$ cat config.mk
export PLATFORM = sky130hd
export DESIGN_NAME = ifetch_split
export DESIGN_NICKNAME = d
export VERILOG_FILES = /design/src/rtl/ifs_pkg.sv /design/src/rtl/ifs_fetch.sv /design/src/rtl/ifs_fifo.sv /design/src/rtl/ifs_deliver.sv /design/src/rtl/ifetch_split.sv
export SDC_FILE = /design/constraint.sdc
export NUM_CORES = 1
export LEC_CHECK = 0
export BUFFER_PORTS_ARGS = -buffer_cell sky130_fd_sc_hd__buf_2
export CAP_MARGIN = 25
export CELL_PAD_IN_SITES_DETAIL_PLACEMENT = 1
export CELL_PAD_IN_SITES_GLOBAL_PLACEMENT = 2
export CORE_AREA = 2 2 368 334
export DETAILED_ROUTE_END_ITERATION = 10
export DIE_AREA = 0 0 370 336
export HOLD_SLACK_MARGIN = 0.02
export PLACE_DENSITY_LB_ADDON = 0.1
export SYNTH_ARGS = -nofsm -noshare
export SYNTH_HDL_FRONTEND = slang
export SYNTH_HIERARCHICAL = 1
export SYNTH_SLANG_ARGS = --single-unit
$ cat constraint.sdc
create_clock -name clk -period 7.9 [get_ports clk]
set_input_delay 0.79 -clock clk [delete_from_list [all_inputs] [get_ports clk]]
set_output_delay 0.79 -clock clk [all_outputs]
set_load 0.005 [all_outputs]
$ cat src/rtl/ifs_pkg.sv
// Shared widths and the word record passed from fetch to deliver.
package ifs_pkg;
    localparam int PC_W   = 64;
    localparam int MSR_W  = 64;
    localparam int SV_W   = 32;
    localparam int WORD_W = 64;
    localparam int INSN_W = WORD_W / 2;

    // One fetched word together with the core state captured for it.
    typedef struct packed {
        logic [WORD_W-1:0] data;
        logic [PC_W-1:0]   wpc;     // aligned word address
        logic [MSR_W-1:0]  msr;
        logic [SV_W-1:0]   sv;
        logic              skip_lo; // first word after an unaligned redirect
    } word_rec_t;
endpackage

$ cat src/rtl/ifs_fetch.sv
// Fetch stage: issues one aligned 64-bit read at a time, advances the PC
// by 8, and captures sv at issue and the MSR one cycle later.
// Assumes the memory answers in order, at least one cycle after the request,
// and only for requests actually made.
module ifs_fetch
    import ifs_pkg::*;
#(
    parameter int DEPTH = 4,
    localparam int CW = $clog2(DEPTH + 1)
) (
    input  logic             clk,
    input  logic             rst_n,
    input  logic             redirect_i,
    input  logic [PC_W-1:0]  redirect_pc_i,
    input  logic             stall_i,
    output logic             mem_req_o,
    output logic [PC_W-1:0]  mem_addr_o,
    input  logic             mem_busy_i,
    input  logic             mem_rvalid_i,
    input  logic [WORD_W-1:0] mem_rdata_i,
    output logic             msr_rd_o,
    input  logic [MSR_W-1:0] msr_i,
    input  logic [SV_W-1:0]  sv_i,
    input  logic [CW-1:0]    fifo_count_i,
    output logic             push_o,
    output word_rec_t        push_rec_o
);
    logic             run_q, busy_q, drop_q, msr_pend_q, skip_q;
    logic [PC_W-1:0]  pc_q, wpc_q, pc_al;
    logic [MSR_W-1:0] msr_hold_q;
    logic [SV_W-1:0]  sv_hold_q;
    logic             issue;

    // Decide whether a request goes out this cycle.
    always_comb begin
        pc_al = {pc_q[PC_W-1:3], 3'b000};
        issue = run_q && !busy_q && !stall_i && !mem_busy_i && !redirect_i
                && (fifo_count_i < CW'(DEPTH));
    end

    assign mem_req_o  = issue;
    assign msr_rd_o   = issue;
    assign mem_addr_o = pc_al;

    // Hand a response to the FIFO unless it belongs to a flushed request.
    always_comb begin
        push_o             = mem_rvalid_i && busy_q && !drop_q && !redirect_i;
        push_rec_o.data    = mem_rdata_i;
        push_rec_o.wpc     = wpc_q;
        push_rec_o.msr     = msr_pend_q ? msr_i : msr_hold_q;
        push_rec_o.sv      = sv_hold_q;
        push_rec_o.skip_lo = skip_q;
    end

    // Fetch state: PC, outstanding request, discard flag, captured state.
    always_ff @(posedge clk) begin
        if (!rst_n) begin
            run_q      <= 1'b0;
            busy_q     <= 1'b0;
            drop_q     <= 1'b0;
            msr_pend_q <= 1'b0;
            skip_q     <= 1'b0;
            pc_q       <= '0;
            wpc_q      <= '0;
            msr_hold_q <= '0;
            sv_hold_q  <= '0;
        end else if (redirect_i) begin
            run_q      <= 1'b1;
            pc_q       <= redirect_pc_i;
            msr_pend_q <= 1'b0;
            if (busy_q && !mem_rvalid_i) begin
                drop_q <= 1'b1;
            end else begin
                busy_q <= 1'b0;
                drop_q <= 1'b0;
            end
        end else begin
            if (msr_pend_q) begin
                msr_hold_q <= msr_i;
                msr_pend_q <= 1'b0;
            end
            if (mem_rvalid_i && busy_q) begin
                busy_q <= 1'b0;
                drop_q <= 1'b0;
            end
            if (issue) begin
                busy_q     <= 1'b1;
                msr_pend_q <= 1'b1;
                wpc_q      <= pc_al;
                skip_q     <= pc_q[2];
                sv_hold_q  <= sv_i;
                pc_q       <= pc_al + PC_W'(8);
            end
        end
    end


    req_single_pulse_chk: assert property (@(posedge clk) disable iff (!rst_n)
        mem_req_o |=> !mem_req_o);

    stall_blocks_req_chk: assert property (@(posedge clk) disable iff (!rst_n)
        stall_i |-> !mem_req_o);

    busy_blocks_req_chk: assert property (@(posedge clk) disable iff (!rst_n)
        mem_busy_i |-> !mem_req_o);
endmodule

$ cat src/rtl/ifs_fifo.sv
// Show-ahead FIFO of fetched word records with a synchronous flush.
// Assumes the writer never pushes while full; pop is ignored when empty.
module ifs_fifo
    import ifs_pkg::*;
#(
    parameter int DEPTH = 4,
    localparam int AW = (DEPTH > 1) ? $clog2(DEPTH) : 1,
    localparam int CW = $clog2(DEPTH + 1)
) (
    input  logic          clk,
    input  logic          rst_n,
    input  logic          flush_i,
    input  logic          push_i,
    input  word_rec_t     push_rec_i,
    input  logic          pop_i,
    output logic          empty_o,
    output word_rec_t     head_o,
    output logic [CW-1:0] count_o
);
    word_rec_t     mem_q [DEPTH];
    logic [AW-1:0] wr_q, rd_q;
    logic [CW-1:0] cnt_q;
    logic          do_pop;

    assign do_pop  = pop_i && (cnt_q != '0);
    assign empty_o = (cnt_q == '0);
    assign head_o  = mem_q[rd_q];
    assign count_o = cnt_q;

    // Advance a pointer with wrap at DEPTH.
    function automatic logic [AW-1:0] bump(input logic [AW-1:0] p);
        return (p == AW'(DEPTH - 1)) ? '0 : p + AW'(1);
    endfunction

    // Storage write.
    always_ff @(posedge clk) begin
        if (push_i) mem_q[wr_q] <= push_rec_i;
    end

    // Pointers and occupancy.
    always_ff @(posedge clk) begin
        if (!rst_n || flush_i) begin
            wr_q  <= '0;
            rd_q  <= '0;
            cnt_q <= '0;
        end else begin
            if (push_i) wr_q <= bump(wr_q);
            if (do_pop) rd_q <= bump(rd_q);
            cnt_q <= cnt_q + CW'(push_i) - CW'(do_pop);
        end
    end


    no_overflow_chk: assert property (@(posedge clk) disable iff (!rst_n)
        push_i |-> (cnt_q < CW'(DEPTH)));
endmodule

$ cat src/rtl/ifs_deliver.sv
// Deliver stage: presents the FIFO head as a low packet then a high packet,
// or only the high packet when the record is marked skip_lo.
// Assumes the head record is stable until it is popped.
module ifs_deliver
    import ifs_pkg::*;
(
    input  logic             clk,
    input  logic             rst_n,
    input  logic             flush_i,
    input  logic             empty_i,
    input  word_rec_t        head_i,
    output logic             pop_o,
    output logic             out_valid_o,
    input  logic             out_ready_i,
    output logic [INSN_W-1:0] out_insn_o,
    output logic [PC_W-1:0]  out_pc_o,
    output logic [MSR_W-1:0] out_msr_o,
    output logic [SV_W-1:0]  out_sv_o
);
    logic half_q, hi_sel, take;

    // Select the half being presented and build the packet.
    always_comb begin
        hi_sel      = half_q || head_i.skip_lo;
        out_valid_o = !empty_i;
        take        = out_valid_o && out_ready_i;
        pop_o       = take && hi_sel;
        out_insn_o  = hi_sel ? head_i.data[WORD_W-1:INSN_W] : head_i.data[INSN_W-1:0];
        out_pc_o    = head_i.wpc + (hi_sel ? PC_W'(4) : PC_W'(0));
        out_msr_o   = head_i.msr;
        out_sv_o    = head_i.sv;
    end

    // Track which half of the head word is next.
    always_ff @(posedge clk) begin
        if (!rst_n || flush_i) half_q <= 1'b0;
        else if (take)         half_q <= !hi_sel;
    end


    hold_stable_chk: assert property (@(posedge clk) disable iff (!rst_n)
        (out_valid_o && !out_ready_i && !flush_i) |=>
            ($stable(out_pc_o) && $stable(out_insn_o) && out_valid_o));

    flush_clears_chk: assert property (@(posedge clk) disable iff (!rst_n)
        flush_i |=> !out_valid_o);
endmodule

$ cat src/rtl/ifetch_split.sv
// Top: fetch stage, word FIFO and deliver stage connected in line.
// Assumes the issuer raises stall_i for any MSR-changing instruction, so
// one MSR sample per word is valid for both halves.
module ifetch_split
    import ifs_pkg::*;
#(
    parameter int DEPTH = 4,
    localparam int CW = $clog2(DEPTH + 1)
) (
    input  logic              clk,
    input  logic              rst_n,
    input  logic              redirect_i,
    input  logic [PC_W-1:0]   redirect_pc_i,
    input  logic              stall_i,
    output logic              mem_req_o,
    output logic [PC_W-1:0]   mem_addr_o,
    input  logic              mem_busy_i,
    input  logic              mem_rvalid_i,
    input  logic [WORD_W-1:0] mem_rdata_i,
    output logic              msr_rd_o,
    input  logic [MSR_W-1:0]  msr_i,
    input  logic [SV_W-1:0]   sv_i,
    output logic              out_valid_o,
    input  logic              out_ready_i,
    output logic [INSN_W-1:0] out_insn_o,
    output logic [PC_W-1:0]   out_pc_o,
    output logic [MSR_W-1:0]  out_msr_o,
    output logic [SV_W-1:0]   out_sv_o
);
    logic          push, pop, empty;
    word_rec_t     push_rec, head;
    logic [CW-1:0] count;

    ifs_fetch #(.DEPTH(DEPTH)) u_fetch (
        .clk, .rst_n, .redirect_i, .redirect_pc_i, .stall_i,
        .mem_req_o, .mem_addr_o, .mem_busy_i, .mem_rvalid_i, .mem_rdata_i,
        .msr_rd_o, .msr_i, .sv_i,
        .fifo_count_i(count), .push_o(push), .push_rec_o(push_rec)
    );

    ifs_fifo #(.DEPTH(DEPTH)) u_fifo (
        .clk, .rst_n, .flush_i(redirect_i),
        .push_i(push), .push_rec_i(push_rec), .pop_i(pop),
        .empty_o(empty), .head_o(head), .count_o(count)
    );

    ifs_deliver u_deliver (
        .clk, .rst_n, .flush_i(redirect_i),
        .empty_i(empty), .head_i(head), .pop_o(pop),
        .out_valid_o, .out_ready_i, .out_insn_o, .out_pc_o, .out_msr_o, .out_sv_o
    );
endmodule

==> impl_metrics.toml <==
[cells_and_area]
area_growth_pct = 13.7
final_common_cell = "sky130_fd_sc_hd__edfxtp_1"
drive_above_1_share = 0.322
fin_util = 0.441
fillCellCount = 11900
nNetsFinal = 3482
final_cell_mix = "sky130_fd_sc_hd__edfxtp_1 (900), sky130_fd_sc_hd__buf_2 (484), sky130_fd_sc_hd__nand2_1 (404)"

[worst_setup_path]
timing.setup.critical_path_class = "flip-flop to primary output"
critical_path.slowest_cell = "sky130_fd_sc_hd__buf_4"
cp_launch_type = "flip-flop"
critical_path.max_fanout = 62
required_ns = 7.11
cp_data_arrival_time_ns = 5.27
worst_path_largest_cell_delay_ns = 0.93
timing.critical_path.cells = "buf_4, mux4_2, nand3_2, nor4_4, nand4_2, nor4_1, xor2_1, buf_2"
timing.critical_path.buf_inv = 2
cpLargestDelayFamily = "simple AND/OR/NAND/NOR gates"
worstSetupEndpointType = "primary output"

[global_routing]
number_of_global_route_vias_before_repair = 27798
antenna_violations_before_repair = 31
grt.overflow.total = 0
grt.total_usage = 0.203
grt_pass1_wl_um = 187000
grt_max_degree = 117

[clocking]
post_cts_gate_resize_count = 0
cts_setup_buffers = 0
tritoncts_clock_tree = "built"
cts_root_buf = "sky130_fd_sc_hd__clkbuf_16"
clk_path_buf_depth = 3
cts.htree.levels = 3
cts.sinks = 1134
worstSkewPairLatency_ns = 0.72
hold_buffers = 0
numCtsBuffers = 119
clk_transition_reported_paths_ns = 0.06

[synthesis]
yosysWarningCount = 6
combinational_family_with_the_most_area_after_synthesis = "multiplexers"
synthesis.instances = 2978
synth_xor_xnor_area_share = 0.0144
synth_compound_area_frac = 0.0380
avgSynthCellArea_um2 = 15.7
post_synth_mux_area_share = 0.134
synth.ff_latch_count = 1134
synth.yosys.seq_area_share = 0.680
synth-adder-area-share = 0.00338
synth_flop_type = "sky130_fd_sc_hd__edfxtp_1"
synthArstFlopShare = 0
netlist-cell-type-count = 77
number_of_flops_mapped_to_enable_cells_by_yosys = 900
synth.cell_area_um2 = 46700
synth_simple_gate_area_frac = 0.0735

[detailed_routing]
drt-vias-per-instance = 5.28
dr.first_iter.drc_count = 1556
final_antenna_net_count = 0
route.detailed.drc = 0
first_pass_iters = 5
avgRoutedWirePerCell_um = 25.6
route.final.wire_length_um = 127000
vias_after_detailed_routing = 26149

[hold_path]
hp-class = "input port to flip-flop"

[sta]
final_skew_ns = 0.0235
final-max-slew-violation-count = 0
rsz0062_at_grt = "no"
fin_crit_ns = 6.06
max_slew.worst_pin.slew_ns = 1.03
final_critical_path_setup_slack_ns = 1.84
clock.fmax_mhz = 165
finalHoldViolations = 0
finalSetupViolations = 0
timing.max_slew.rel_slack = 0.312
min_period_over_period = 0.767
totalNegativeSetupSlack_ns = 0

[status]
status = "finished, final reports clean"

[power_and_ir_drop]
ir_drop_mv = 0.161
post-layout-total-power_w = 0.0125
leakagePower_nw = 17.3
power.density_cell_area_nw_per_um2 = 236

[placement]
port-buffer-count = 484
hpwlAfterDp_um = 78200
globalplace.congestion = 0.779
place_ws_ns = 2.58

[flow_run]
drv.max_cap_violation_count = 0

[floorplan]
die_height_um = 336
row_count = 121
floorplan.die_area_um2 = 124000
pin_count = 490
initial_core_util = 0.388
die_x_um = 370
core_um2 = 120000
==> where the power goes <==
part | internal, W | switching, W | total, W
clock network | 0.00338 | 0.00237 | 0.00575
registers | 0.00642 | 0.0000528 | 0.00647
logic | 0.000109 | 0.000182 | 0.000291
total | 0.00991 | 0.00260 | 0.0125
==> layer usage <==
layer | GRT usage | up-vias | wire length [µm]
li1 | - | 11668 | -
met1 | 0.264 | 13573 | 53100
met2 | 0.336 | 676 | 62300
met3 | 0.0530 | 200 | 8180
met4 | 0.0527 | 32 | 2990
met5 | 0 | - | 207
==> final timing paths <==
path / from / endpoint / slack [ns] / depth (start not counted)
worst min register to register: u_fetch/pc_q[2]$_SDFFE_PN0P_ / u_fetch/skip_q$_SDFFE_PN0P_ / 0.46 / 2
worst max-delay path: flip-flop / out_pc_o[59] / 1.84 / 8
worst max register to register: u_fifo/count_o[2]$_SDFF_PP0_ / u_fetch/pc_q[59]$_SDFFE_PN0P_ / 3.79 / 8
worst min-delay path: mem_rdata_i[31] / u_fifo/mem_q[2][192]$_DFFE_PP_ / 0.29 / 1
==> sequential cells by signal (all words and copies together) (netlist names), 2 cells and up, named ones only <==
| name | cells |
|---|---|
| u_fifo/rd_q | 2 |
| u_fetch/pc_q | 62 |
| u_fifo/wr_q | 2 |
| u_fetch/sv_hold_q | 32 |
| u_fetch/msr_hold_q | 64 |
| u_fetch/wpc_q | 61 |
| u_fifo/mem_q | 900 |
| u_fifo/count_o | 3 |
==> metrics by stage <==
step	hold WS (ns)	instances	area, µm²
final	0.288	4950	53100
after global routing	0.235	4947	53100
after CTS	0.213	4941	53000
after detailed placement	0.447	4715	48900
after global placement	0.438	4713	48900
after floorplan	0.427	2983	46700
==> Yosys cell counts, types with 4 or more instances <==
master                     number  area [µm²]
sky130_fd_sc_hd__a21oi_1      209        1050
sky130_fd_sc_hd__and4_1        10        87.6
sky130_fd_sc_hd__nor3_1        31         155
sky130_fd_sc_hd__edfxtp_1     900       27000
sky130_fd_sc_hd__nor4_2         4        50.1
sky130_fd_sc_hd__mux2i_1        7        70.1
sky130_fd_sc_hd__nor4_1        19         119
sky130_fd_sc_hd__and2_1         8        50.1
sky130_fd_sc_hd__o22ai_1        9        56.3
sky130_fd_sc_hd__or3_1          4        25.0
sky130_fd_sc_hd__o211ai_1       8        60.1
sky130_fd_sc_hd__o31ai_1        5        37.5
sky130_fd_sc_hd__clkbuf_8       4        55.1
sky130_fd_sc_hd__nor2_1        58         218
sky130_fd_sc_hd__xnor2_1       44         385
sky130_fd_sc_hd__a22oi_1        8        60.1
sky130_fd_sc_hd__nand4_1       39         244
sky130_fd_sc_hd__buf_4        232        1740
sky130_fd_sc_hd__nand3_1       53         265
sky130_fd_sc_hd__a221oi_1       6        52.6
sky130_fd_sc_hd__mux4_2       225        5070
sky130_fd_sc_hd__a21o_1         4        30.0
sky130_fd_sc_hd__buf_2         38         190
sky130_fd_sc_hd__xor2_1        30         263
sky130_fd_sc_hd__or4_1          4        30.0
sky130_fd_sc_hd__o21ai_0       24         120
sky130_fd_sc_hd__nand2_1      404        1520
sky130_fd_sc_hd__mux2_2        99        1110
sky130_fd_sc_hd__and3_1        22         138
sky130_fd_sc_hd__dfxtp_1      234        4680
sky130_fd_sc_hd__a31oi_1       13        81.3
sky130_fd_sc_hd__inv_1         25        93.8
sky130_fd_sc_hd__buf_1          5        18.8
sky130_fd_sc_hd__clkbuf_1      84         315
sky130_fd_sc_hd__o31a_1         6        52.6
sky130_fd_sc_hd__nor4_4         6         128
sky130_fd_sc_hd__buf_6         20         225
sky130_fd_sc_hd__ha_1          11         138
sky130_fd_sc_hd__o21a_1         6        45.0
sky130_fd_sc_hd__nand4_2        4        50.1
==> cell type report <==
type | instances | area, µm² | share of cell area
sequential | 1134 | 31700 | 0.598
clock buffer | 162 | 3370 | 0.0636
multi-input combinational | 1439 | 12300 | 0.233
tap | 1599 | 2000 | 0.0377
clock inverter | 64 | 694 | 0.0131
timing repair buffer | 518 | 2800 | 0.0528
antenna | 7 | 17.5 | 0.000330
inverter | 27 | 114 | 0.00215
==> cell families after synthesis <==
| group | after synthesis |
|---|---|
| buffers and inverters | 410 |
| AND/OR/NAND/NOR | 701 |
| flip-flops | 1134 |
| multiplexers | 332 |
| XOR/XNOR | 75 |
| adder cells (fa/ha/maj) | 12 |
| AO/OA/AOI/OAI | 313 |
| other | 1 |
Power figures use the tool's default switching activity.
